### src/rtl/wd_pkg.sv
package wd_pkg;

    typedef enum logic [1:0] {
        POL_ALL = 2'b00,
        POL_ANY = 2'b01,
        POL_ONE = 2'b10,
        POL_RSV = 2'b11
    } policy_e;

    typedef enum logic [1:0] {
        ST_IDLE   = 2'b00,
        ST_PRIMED = 2'b01,
        ST_WATCH  = 2'b10,
        ST_FAILED = 2'b11
    } wd_state_e;

endpackage

### src/rtl/wd_act_latch.sv
module wd_act_latch #(
    parameter int N = 6
) (
    input  logic         clk,
    input  logic         rst_n,
    input  logic         collect_i,
    input  logic         restart_i,
    input  logic [N-1:0] raise_i,
    input  logic [N-1:0] drop_i,
    output logic [N-1:0] seen_o
);

    for (genvar g = 0; g < N; g++) begin : g_src
        logic pulse;
        logic seen_d;
        logic seen_q;

        // A raise and a drop both count as activity for this source.
        assign pulse = raise_i[g] | drop_i[g];

        always_comb begin
            if (!collect_i) begin
                seen_d = 1'b0;
            end else if (restart_i) begin
                seen_d = pulse;
            end else begin
                seen_d = seen_q | pulse;
            end
        end

        always_ff @(posedge clk or negedge rst_n) begin
            if (!rst_n) begin
                seen_q <= 1'b0;
            end else begin
                seen_q <= seen_d;
            end
        end

        assign seen_o[g] = seen_q;
    end

endmodule

### src/rtl/wd_policy_judge.sv
module wd_policy_judge
    import wd_pkg::*;
#(
    parameter int N = 6
) (
    input  logic [1:0]   policy_i,
    input  logic [N-1:0] enroll_i,
    input  logic [N-1:0] seen_i,
    output logic [N-1:0] hits_o,
    output logic         pass_o
);

    localparam int CNT_W = $clog2(N + 1);

    logic [CNT_W-1:0] hit_cnt;

    assign hits_o = seen_i & enroll_i;

    always_comb begin
        hit_cnt = '0;
        for (int i = 0; i < N; i++) begin
            hit_cnt = hit_cnt + CNT_W'(hits_o[i]);
        end
    end

    always_comb begin
        case (policy_e'(policy_i))
            POL_ANY: pass_o = (hit_cnt != '0);
            POL_ONE: pass_o = (hit_cnt == CNT_W'(1));
            default: pass_o = (hits_o == enroll_i);
        endcase
    end

endmodule

### src/rtl/wd_activity_monitor.sv
module wd_activity_monitor
    import wd_pkg::*;
#(
    parameter int N  = 6,
    parameter int CW = 16
) (
    input  logic          clk,
    input  logic          rst_n,
    input  logic          arm_i,
    input  logic [1:0]    policy_i,
    input  logic [N-1:0]  enroll_i,
    input  logic [N-1:0]  raise_i,
    input  logic [N-1:0]  drop_i,
    input  logic          chk_i,
    output logic          fatal_o,
    output logic [N-1:0]  fail_snap_o,
    output logic [CW-1:0] last_good_o
);

    typedef struct packed {
        wd_state_e     state;
        logic          fatal;
        logic [N-1:0]  snap;
        logic [CW-1:0] last_good;
        logic [CW-1:0] cyc;
    } mon_regs_t;

    mon_regs_t    r_d;
    mon_regs_t    r_q;
    logic [N-1:0] seen;
    logic [N-1:0] hits;
    logic         pass;
    logic         collect;
    logic         restart;

    wd_act_latch #(.N(N)) u_latch (
        .clk       (clk),
        .rst_n     (rst_n),
        .collect_i (collect),
        .restart_i (restart),
        .raise_i   (raise_i),
        .drop_i    (drop_i),
        .seen_o    (seen)
    );

    wd_policy_judge #(.N(N)) u_judge (
        .policy_i (policy_i),
        .enroll_i (enroll_i),
        .seen_i   (seen),
        .hits_o   (hits),
        .pass_o   (pass)
    );

    always_comb begin
        r_d     = r_q;
        r_d.cyc = r_q.cyc + CW'(1);
        case (r_q.state)
            ST_IDLE: begin
                if (arm_i) begin
                    r_d.state = ST_PRIMED;
                end
            end
            ST_PRIMED: begin
                if (!arm_i) begin
                    r_d.state = ST_IDLE;
                end else if (chk_i) begin
                    r_d.state     = ST_WATCH;
                    r_d.last_good = r_q.cyc;
                end
            end
            ST_WATCH: begin
                if (!arm_i) begin
                    r_d.state = ST_IDLE;
                end else if (chk_i) begin
                    if (pass) begin
                        r_d.last_good = r_q.cyc;
                    end else begin
                        r_d.state = ST_FAILED;
                        r_d.fatal = 1'b1;
                        r_d.snap  = hits;
                    end
                end
            end
            default: begin
                r_d.state = ST_FAILED;
            end
        endcase
    end

    // The window record keeps gathering only while the next state watches.
    assign collect = (r_d.state == ST_WATCH);
    assign restart = chk_i;

    always_ff @(posedge clk or negedge rst_n) begin
        if (!rst_n) begin
            r_q <= '{state: ST_IDLE, fatal: 1'b0, snap: '0, last_good: '0, cyc: '0};
        end else begin
            r_q <= r_d;
        end
    end

    assign fatal_o     = r_q.fatal;
    assign fail_snap_o = r_q.snap;
    assign last_good_o = r_q.last_good;

endmodule

### config.mk
export PLATFORM = sky130hd
export DESIGN_NAME = wd_activity_monitor
export DESIGN_NICKNAME = d
export VERILOG_FILES = /design/src/rtl/wd_pkg.sv /design/src/rtl/wd_act_latch.sv /design/src/rtl/wd_policy_judge.sv /design/src/rtl/wd_activity_monitor.sv
export SDC_FILE = /design/constraint.sdc
export NUM_CORES = 1
export LEC_CHECK = 0
export ABC_AREA = 1
export CAP_MARGIN = 20
export CORE_AREA = 8 8 95 118
export CTS_BUF_LIST = sky130_fd_sc_hd__clkbuf_4 sky130_fd_sc_hd__clkbuf_8 sky130_fd_sc_hd__clkbuf_16
export DETAILED_ROUTE_END_ITERATION = 12
export DIE_AREA = 0 0 103 126
export SYNTH_ARGS = -nofsm -noshare
export SYNTH_HDL_FRONTEND = slang
export SYNTH_SLANG_ARGS = --single-unit
### constraint.sdc
create_clock -name clk -period 5.43 [get_ports clk]
set_input_delay 1.086 -clock clk [delete_from_list [all_inputs] [get_ports clk]]
set_output_delay 1.086 -clock clk [all_outputs]
set_load 0.005 [all_outputs]
==> results of run 1 <==
[cell type report]
type	count	area share, %
multi-input cells	156	31.0
repair buffers	47	16.0
inverters	30	3.78
well taps	126	5.30
clock buffers	5	4.20
clock inverters	1	0.252
flip-flops and latches	47	39.5
[synth_stat cells (all sizes together)]
library cell / number / area share (%)
buf: 27 / 8.6
xor2: 7 / 2.5
bufbuf: 1 / 1.3
nand2: 71 / 11
dfrtp: 47 / 48
nor3: 5 / 1.7
nand3: 7 / 2.0
a211oi: 6 / 1.8
inv: 30 / 4.6
o21ai: 23 / 6.1
nand4: 5 / 2.0
a21oi: 3 / 0.61
fa: 3 / 2.4
xnor2: 6 / 2.1
ha: 4 / 2.0
nor2: 15 / 2.9
o21bai: 1 / 0.31
[power groups by stage]
stage	Clock, W	Combinational (W)	Sequential (W)
floorplan	0	0.000118	0.000406
global placement	0	0.000167	0.000414
detailed placement	0	0.000169	0.000414
finish	0.000288	0.000166	0.000407
global route	0.000312	0.000186	0.000411
CTS	0.000300	0.000170	0.000408
[logic make-up (layout without fill, tap and decap cells)]
family,Yosys count,in the layout
xor+xnor,13,13
fa+ha+maj,7,7
flops,47,47
compound gates,33,33
simple gates,103,103
buf+inv,58,83
[metrics by stage]
step                utilization, %  total power [W]  hold WS, ns  setup WS, ns  cell area, sq um
CTS                           31.4         0.000877        0.478          1.20              2960
global route                  31.6         0.000909        0.508         0.962              2980
detailed placement            30.0         0.000583        0.467         0.886              2820
floorplan                        -         0.000524        0.442          1.80              2450
finish                        31.6         0.000862        0.476          1.22              2980
global placement              30.0         0.000581        0.467         0.940              2820
[path summary, 6_finish.rpt]
kind	slack, ns	endpoint	depth (start not counted)	startpoint
min in group asynchronous	0.64	u_latch.g_src[2].seen_q$_DFF_PN0_	1	rst_n
setup / recovery	1.22	last_good_o[2]$_DFFE_PN0P_	16	enroll_i[1]
hold reg to reg	0.48	fatal_o$_DFFE_PN0P_	2	fatal_o$_DFFE_PN0P_
setup reg to reg	2.03	last_good_o[2]$_DFFE_PN0P_	15	u_latch.g_src[1].seen_q$_DFF_PN0_
hold / removal	0.48	fatal_o$_DFFE_PN0P_	2	fatal_o$_DFFE_PN0P_
max in group asynchronous	4.34	r_q[3]$_DFF_PN0_	2	rst_n
[layer usage]
layer,share of wire [%],track usage (%),vias up
met3,6.5,2.76,10
met5,0,0,-
met2,52,14.7,36
met1,39,8.56,763
li1,-,-,843
met4,2.4,3.42,0
[flip-flops by register name, summed over array words and instances, names as in the netlist]
name / flops
r_q: 18
fatal_o: 1
u_latch.g_src.seen_q: 6
last_good_o: 16
fail_snap_o: 6
[tightest hold or removal path, delay by kind of cell, from the launching register on]
kind,cells,cell delay (ns)
and+or+nand+nor,1,0.05
DFF,1,0.34
buffers and inverters,1,0.04
==> out/metrics.cfg, run 1 <==
[run_status]
outcome = finished clean

[placed_design]
dpl.cell_count = 405
port_buffers = 46
dp_hpwl_microns = 3840
place.gp.congestion = 0.836

[clock_network]
path_clk_slew_ns = 0.06
cts_resized = 0
ctsHoldBuffers = 0
post_cts_buffers = 0
cts-root-buf = clkbuf_16
cts_sinks = 47
cts_buffers = 5
h-tree-depth = 2
clock_latency_ns = 0.28
cts_tree = done
clockBufferDepth = 2

[synth]
synth_nets = 292
syn_inst = 261
syn_avg_cell_area_sq_um = 9.41
ys_types = 28
synthMuxAreaShare_pct = 0
synth_area_sq_um = 2450
synth-adder-area-share_pct = 4.49
synth_top_family_by_area = simple AND/OR/NAND/NOR gates
synthSimpleGateAreaFrac_pct = 19.6
synth_warnings = 0
synth-xor-area-share_pct = 4.64
synth-seq-cells = 47
synth_compound_area_share_pct = 8.82
ys_seq_area_share_pct = 47.9

[finish]
layoutNonFillerInstCount = 412
multi_input_area_sq_um = 922
fill_cells = 1020
diodes = 0
final_common_cell = nand2_1
layout_common_cells = nand2_1 (70), dfrtp_1 (47), clkdlybuf4s50_1 (45), inv_1 (28), o21ai_1 (14)
drive_gt1_share_pct = 11.2
seq_area_sq_um = 1180
area_delta_synth_final_pct = 21.3
fin_nets = 318

[floorplan]
ioPinCount = 47
initial_core_util_pct = 26.1
rows = 40
die_h_microns = 126
fp.dieArea_sq_um = 13000
core_area_sq_um = 9410
die_w_microns = 103

[setup_path]
arrival_ns = 4.42
critical_path_buf_inv_count = 4
critical_path.max_fanout = 32
end_kind = flip-flop
crit_chain = clkdlybuf4s50_1 > nand2_1 > inv_1 > ha_1 > inv_1 > fa_1 > inv_1 > fa_1 > fa_1 > nor2_1 > a21oi_1 > nand2_1 > nand3_1 > nand2_2 > nand2_1 > o21ai_2
required_ns = 5.64
crit_slowest_cell = nand2_2
cpPeakStageDelay_ns = 0.51
crit_family = adder cells
start_kind = input port
critPathKind = in2reg

[power_and_ir_drop]
p_comb_share_pct = 19.3
seqPwrFrac_pct = 47.2
p_per_area_nw_per_um2 = 290
p_int_w = 0.000640
power_switching_w = 0.000222
p_leak_nw = 1.39
p_sw_share_pct = 25.8
vdd_drop_max_v = 0.0000925
power.share.clock_pct = 33.5

[detailed_routing]
wl_microns = 5030
vias_per_cell = 4.01
drt-initial-drc-count = 97
drtAntennaViolNets = 0
avgRoutedWirePerCell_microns = 12.2
drt-pass1-iter-count = 4
routed-via-count = 1652
remaining_drc_errors = 0

[global_route]
grt_pass1_vias = 1832
grt_max_degree = 48
grt_pass1_wl_microns = 8530
grt_antenna_before_repair = 0
grt_use_total_pct = 8.28
grt_overflow = 0

[sta]
final-max-slew-violation-count = 0
finalClockSkew_ns = 0.00596
slew_headroom_pct = 56.2
worst_pin_slew_ns = 0.655
setup-tns-final_ns = 0
setup_viol = 0
hold_violations = 0
fin_crit_sh_pct = 77.6
fin_crit_ns = 4.21
fmax_mhz = 237
rsz0062_at_grt = false

[job]
cap_violations = 0

[hold_path]
hold_path_class = reg2reg

No activity file was read; power rests on OpenSTA's default activity.
==> run 2: changes to the inputs <==
==> constraint.sdc (replaced) <==
create_clock -name clk -period 3.58 [get_ports clk]
set_input_delay 0.716 -clock clk [delete_from_list [all_inputs] [get_ports clk]]
set_output_delay 0.716 -clock clk [all_outputs]
set_load 0.005 [all_outputs]
==> out/metrics.cfg, run 2 (same netlist as run 1, synthesis figures left out) <==
[global_route]
grt_pass1_wl_microns = 8640  ; +1.3%
grt_pass1_vias = 1781  ; -2.8%
grt_antenna_before_repair = 0  ; unchanged
grt_use_total_pct = 8.51  ; +0.23 points
grt_overflow = 0  ; unchanged
grt_max_degree = 48  ; unchanged

[sta]
hold_violations = 0  ; unchanged
worst_pin_slew_ns = 0.605  ; -0.0500 ns
fin_crit_sh_pct = 95.5
final-max-slew-violation-count = 0  ; unchanged
slew_headroom_pct = 59.6  ; +3.5 points
fmax_mhz = 293
rsz0062_at_grt = false
fin_crit_ns = 3.42
finalClockSkew_ns = 0.00763  ; +0.00168 ns
setup_viol = 0  ; unchanged

[setup_path]
crit_slowest_cell = fa_1
critical_path.max_fanout = 8  ; -75%
critical_path_buf_inv_count = 3  ; -1
end_kind = flip-flop
crit_family = adder cells
start_kind = input port
critPathKind = in2reg
cpPeakStageDelay_ns = 0.56  ; +0.05 ns
crit_chain = clkdlybuf4s50_1 > nand2_1 > fa_1 > inv_1 > fa_2 > fa_1 > nor2_1 > a21oi_1 > nand2_2 > nand3_2 > nand2_4 > clkbuf_16 > nand2_1 > o21ai_2
required_ns = 3.76  ; -1.88 ns
arrival_ns = 3.60  ; -0.82 ns

[detailed_routing]
vias_per_cell = 4.18  ; +4.1%
drtAntennaViolNets = 0  ; unchanged
remaining_drc_errors = 0  ; unchanged
wl_microns = 5560  ; +11%
met3_length_microns = 288  ; -12%
top_layer = met4
drt-initial-drc-count = 110  ; +13%
wl_met1_microns = 2190  ; +11%
drt-pass1-iter-count = 4  ; unchanged
avgRoutedWirePerCell_microns = 13.2  ; +8.1%
wl_met2_microns = 3000  ; +15%
routed-via-count = 1758  ; +6.4%

[finish]
seq_area_sq_um = 1180  ; unchanged
drive_gt1_share_pct = 14.9  ; +3.7 points
final_common_cell = nand2_1
multi_input_area_sq_um = 937  ; +1.6%
fin_nets = 325  ; +2.2%
diodes = 0  ; unchanged
largest_register = r_q
design_area_sq_um = 3130  ; +5.2%
area_delta_synth_final_pct = 27.5
fill_cells = 1011  ; -0.88%
layout_common_cells = nand2_1 (69), dfrtp_1 (47), clkdlybuf4s50_1 (43), inv_1 (28), o21ai_1 (14)
largest_reg_flops = 18  ; unchanged

[hold_path]
hold_path_class = in2async

[power_and_ir_drop]
vdd_drop_max_v = 0.000181  ; +96%
p_leak_nw = 1.48  ; +6.6%
power_switching_w = 0.000368  ; +65%
power.share.clock_pct = 34.8  ; +1.3 points
seqPwrFrac_pct = 44.5  ; -2.7 points
finalPower_w = 0.00139  ; +61%
p_int_w = 0.00102  ; +60%
p_comb_share_pct = 20.8  ; +1.5 points
p_sw_share_pct = 26.5  ; +0.67 points
p_per_area_nw_per_um2 = 444  ; +53%

[floorplan]
fp.dieArea_sq_um = 13000  ; unchanged
die_w_microns = 103  ; unchanged
rows = 40  ; unchanged
ioPinCount = 47  ; unchanged
initial_core_util_pct = 26.1  ; unchanged
die_h_microns = 126  ; unchanged
core_area_sq_um = 9410  ; unchanged

[placed_design]
port_buffers = 46  ; unchanged
dp_hpwl_microns = 3970  ; +3.3%
place.gp.congestion = 0.786  ; -6.0%
place_area_sq_um = 2870  ; +1.5%

[job]
cap_violations = 0  ; unchanged

[clock_network]
cts_buffers = 5  ; unchanged
cts-root-buf = clkbuf_16
path_clk_slew_ns = 0.07  ; about the same
cts_sinks = 47  ; unchanged
clockBufferDepth = 2  ; unchanged
cts_tree = done
h-tree-depth = 2  ; unchanged
clock_latency_ns = 0.29  ; about the same

[run_status]
outcome = finished clean

run 2: cell count changes in the layout (fill, tap and decap cells not counted), sizes merged:
| cell | previous run | this run |
|---|---|---|
| dlymetal6s2s | 0 | 2 |
| clkinv | 0 | 1 |
| clkdlybuf4s50 | 45 | 43 |
| buf | 2 | 7 |
| clkbuf | 5 | 8 |
run 2: cell type report:
cell class              instances  share of cell area, %
clock inverters                 2                  0.520
multi-input cells             156                   29.9
repair buffers                 54                   18.9
well taps                     126                   5.04
flip-flops and latches         47                   37.6
clock buffers                   6                   4.44
inverters                      30                   3.60
run 2: power groups by stage:
stage / Clock [W] / Combinational, W / Sequential, W
2_1_floorplan: 0 / 0.000179 / 0.000616
3_3_place_gp: 0 / 0.000264 / 0.000628
3_5_place_dp: 0 / 0.000269 / 0.000629
4_1_cts: 0.000499 / 0.000270 / 0.000620
5_1_grt: 0.000516 / 0.000317 / 0.000625
6_report: 0.000483 / 0.000288 / 0.000618
run 2: final timing paths:
check	slack [ns]	to	cells past startpoint	from
max	0.16	last_good_o[2]$_DFFE_PN0P_	14	enroll_i[2]
min	0.43	u_latch.g_src[2].seen_q$_DFF_PN0_	1	rst_n
max in group asynchronous	2.63	r_q[9]$_DFF_PN0_	2	rst_n
min in group clk	0.48	r_q[15]$_DFF_PN0_	1	r_q[15]$_DFF_PN0_
min reg2reg	0.48	r_q[15]$_DFF_PN0_	1	r_q[15]$_DFF_PN0_
max reg2reg	0.38	last_good_o[2]$_DFFE_PN0P_	16	u_latch.g_src[1].seen_q$_DFF_PN0_
run 2: worst register-to-register path: cells and delay by family (launching register included):
family / cells / cell delay [ns]
adder cells (fa/ha/maj): 4 / 1.63
AND/OR/NAND/NOR: 6 / 0.49
flip-flops: 1 / 0.41
buffers and inverters: 4 / 0.36
AO/OA/AOI/OAI: 2 / 0.22
run 2: stage by stage:
stage | util, % | TNS [ns] | hold slack, ns | instances | setup slack (ns)
final | 33.3 | 0 | 0.433 | 421 | 0.162
after global routing | 33.3 | 0 | 0.465 | 421 | 0.0382
after CTS | 32.1 | 0 | 0.476 | 417 | 0.0376
after detailed placement | 30.5 | -8.25 | 0.462 | 409 | -0.316
after global placement | 30.5 | -6.06 | 0.462 | 409 | -0.243
after floorplan | - | 0 | 0.420 | 261 | 0.319
run 2: what timing repair did:
action                                  4_1_cts  5_1_grt
pin swaps                                     0        6
endpoints found under the setup margin       13       24
resized for setup                             1        5
gates cloned                                  0        3
hold buffers                                  0        0
buffers inserted                              0        0
run 2: routing by layer:
metal  global-route usage, %  up-vias
li1                        -      864
met1                    8.88      856
met2                    15.3       33
met3                    2.54        5
met4                    3.33        0
met5                       0        -
==> run 3: changes to the inputs <==
--- a/config.mk
+++ b/config.mk
@@ -7,10 +7,10 @@
 export LEC_CHECK = 0
 export ABC_AREA = 1
 export CAP_MARGIN = 20
-export CORE_AREA = 8 8 95 118
+export CORE_AREA = 8 8 105 107
 export CTS_BUF_LIST = sky130_fd_sc_hd__clkbuf_4 sky130_fd_sc_hd__clkbuf_8 sky130_fd_sc_hd__clkbuf_16
 export DETAILED_ROUTE_END_ITERATION = 12
-export DIE_AREA = 0 0 103 126
+export DIE_AREA = 0 0 113 115
 export SYNTH_ARGS = -nofsm -noshare
 export SYNTH_HDL_FRONTEND = slang
 export SYNTH_SLANG_ARGS = --single-unit
==> out/metrics.cfg, run 3 (same netlist as run 1, synthesis figures left out) <==
[sta]
setup_viol = 0  ; unchanged
rsz0062_at_grt = false
fmax_mhz = 293  ; +0.17%
finalClockSkew_ns = 0.00641  ; -0.00123 ns
setup_ws_ns = 0.168  ; +0.00575 ns
hold_violations = 0  ; unchanged
final-max-slew-violation-count = 0  ; unchanged
setup-tns-final_ns = 0  ; unchanged
worst_pin_slew_ns = 0.512  ; -0.0933 ns
fin_crit_ns = 3.41  ; -0.00575 ns
slew_headroom_pct = 65.8  ; +6.1 points
fin_crit_sh_pct = 95.3  ; -0.16 points

[clock_network]
clock_latency_ns = 0.30  ; about the same
path_clk_slew_ns = 0.09  ; +0.02 ns
cts_tree = done
post_cts_buffers = 0  ; unchanged
h-tree-depth = 2  ; unchanged
cts_sinks = 47  ; unchanged
cts_buffers = 5  ; unchanged
clockBufferDepth = 2  ; unchanged
cts-root-buf = clkbuf_8

[detailed_routing]
drt-initial-drc-count = 47  ; -57%
remaining_drc_errors = 0  ; unchanged
avgRoutedWirePerCell_microns = 12.6  ; -4.4%
drtAntennaViolNets = 0  ; unchanged
drt-pass1-iter-count = 4  ; unchanged
wl_microns = 5170  ; -6.9%
vias_per_cell = 4.17  ; -0.24%
routed-via-count = 1708  ; -2.8%

[placed_design]
dp_hpwl_microns = 3780  ; -4.8%
place.gp.congestion = 0.743  ; -5.5%
place_ws_ns = -0.315  ; +0.000957 ns
port_buffers = 46  ; unchanged

[floorplan]
die_h_microns = 115  ; -8.7%
rows = 36  ; -10%
core_area_sq_um = 9460  ; +0.53%
ioPinCount = 47  ; unchanged
die_w_microns = 113  ; +9.7%
initial_core_util_pct = 26.0  ; -0.14 points
fp.dieArea_sq_um = 13000  ; +0.13%

[finish]
diodes = 0  ; unchanged
layout_common_cells = nand2_1 (69), dfrtp_1 (47), clkdlybuf4s50_1 (43), inv_1 (28), o21ai_1 (14)
fill_cells = 994  ; -1.7%
drive_gt1_share_pct = 15.9  ; +0.96 points
multi_input_area_sq_um = 943  ; +0.67%
largest_reg_flops = 18  ; unchanged
seq_area_sq_um = 1180  ; unchanged
area_delta_synth_final_pct = 24.4
largest_register = r_q
final_common_cell = nand2_1
fin_nets = 326  ; +0.31%

[job]
cap_violations = 0  ; unchanged

[setup_path]
arrival_ns = 3.60  ; about the same
end_kind = flip-flop
required_ns = 3.76  ; about the same
start_kind = input port
critPathKind = in2reg
critical_path.max_fanout = 8  ; unchanged

[global_route]
grt_use_total_pct = 7.85  ; -0.66 points
grt_max_degree = 33  ; -31%
grt_overflow = 0  ; unchanged
grt_antenna_before_repair = 0  ; unchanged
grt_pass1_vias = 1714  ; -3.8%
grt_pass1_wl_microns = 8200  ; -5.0%

[power_and_ir_drop]
vdd_drop_max_v = 0.000142  ; -22%
p_per_area_nw_per_um2 = 407  ; -8.3%
p_leak_nw = 1.45  ; -1.9%

[hold_path]
hold_path_class = in2async

[run_status]
outcome = finished clean

==> run 3: layer usage <==
metal,global-route usage [%],wire [microns]
met3,1.58,167
met2,14.0,2820
met4,3.73,93
met1,8.80,2090
met5,0,0
==> run 3: final cells by class <==
| cell class | instances | share of cell area [%] |
|---|---|---|
| clock buffer | 6 | 2.70 |
| clock inverter | 2 | 0.533 |
| inverter | 30 | 3.69 |
| multi-input combinational | 156 | 30.9 |
| sequential | 47 | 38.5 |
| tap | 114 | 4.67 |
| timing repair buffer | 55 | 19.0 |
==> run 3: repair_timing <==
item,in CTS,in global routing
hold buffers,0,0
resized for setup,0,8
endpoints found under the setup margin,0,30
==> run 3: path summary, 6_finish.rpt <==
path	from	end	slack [ns]	cells past startpoint
worst max-delay path	enroll_i[2]	last_good_o[7]$_DFFE_PN0P_	0.17	15
worst min register to register	r_q[15]$_DFF_PN0_	r_q[15]$_DFF_PN0_	0.47	1
worst min-delay path	rst_n	fail_snap_o[0]$_DFFE_PN0P_	0.35	1
max in group asynchronous	rst_n	last_good_o[3]$_DFFE_PN0P_	2.51	2
min in group clk	r_q[15]$_DFF_PN0_	r_q[15]$_DFF_PN0_	0.47	1
worst max register to register	u_latch.g_src[0].seen_q$_DFF_PN0_	last_good_o[7]$_DFFE_PN0P_	0.38	17
==> run 3: worst max-delay path: stages <==
cell and delay [ns]:
clkdlybuf4s50_1 0.48, nand2_1 0.10, fa_1 0.55, inv_1 0.06, fa_2 0.36, fa_1 0.48, nor2_2 0.15, nand2_1 0.07
nand2_1 0.07, nand2_2 0.07, nand3_2 0.08, nand2_4 0.09, clkbuf_16 0.19, nand2_1 0.05, o21ai_1 0.07
==> run 3: report_power, final <==
group | leakage [nW] | internal, W | switching, W
clock | 0.0474 | 0.000158 | 0.000183
combinational | 0.782 | 0.000159 | 0.000129
sequential | 0.622 | 0.000582 | 0.0000320
total | 1.45 | 0.000898 | 0.000344
==> run 3: per-stage QoR <==
step | utilization [%] | cell area, sq um | power (W) | std cells | hold slack, ns
5_1_grt | 32.3 | 3050 | 0.00133 | 410 | 0.376
6_report | 32.3 | 3050 | 0.00124 | 410 | 0.348
3_3_place_gp | 30.3 | 2870 | 0.000884 | 399 | 0.447
3_5_place_dp | 30.3 | 2870 | 0.000893 | 399 | 0.460
4_1_cts | 31.3 | 2970 | 0.00124 | 407 | 0.361
2_1_floorplan | - | 2450 | 0.000795 | 261 | 0.420
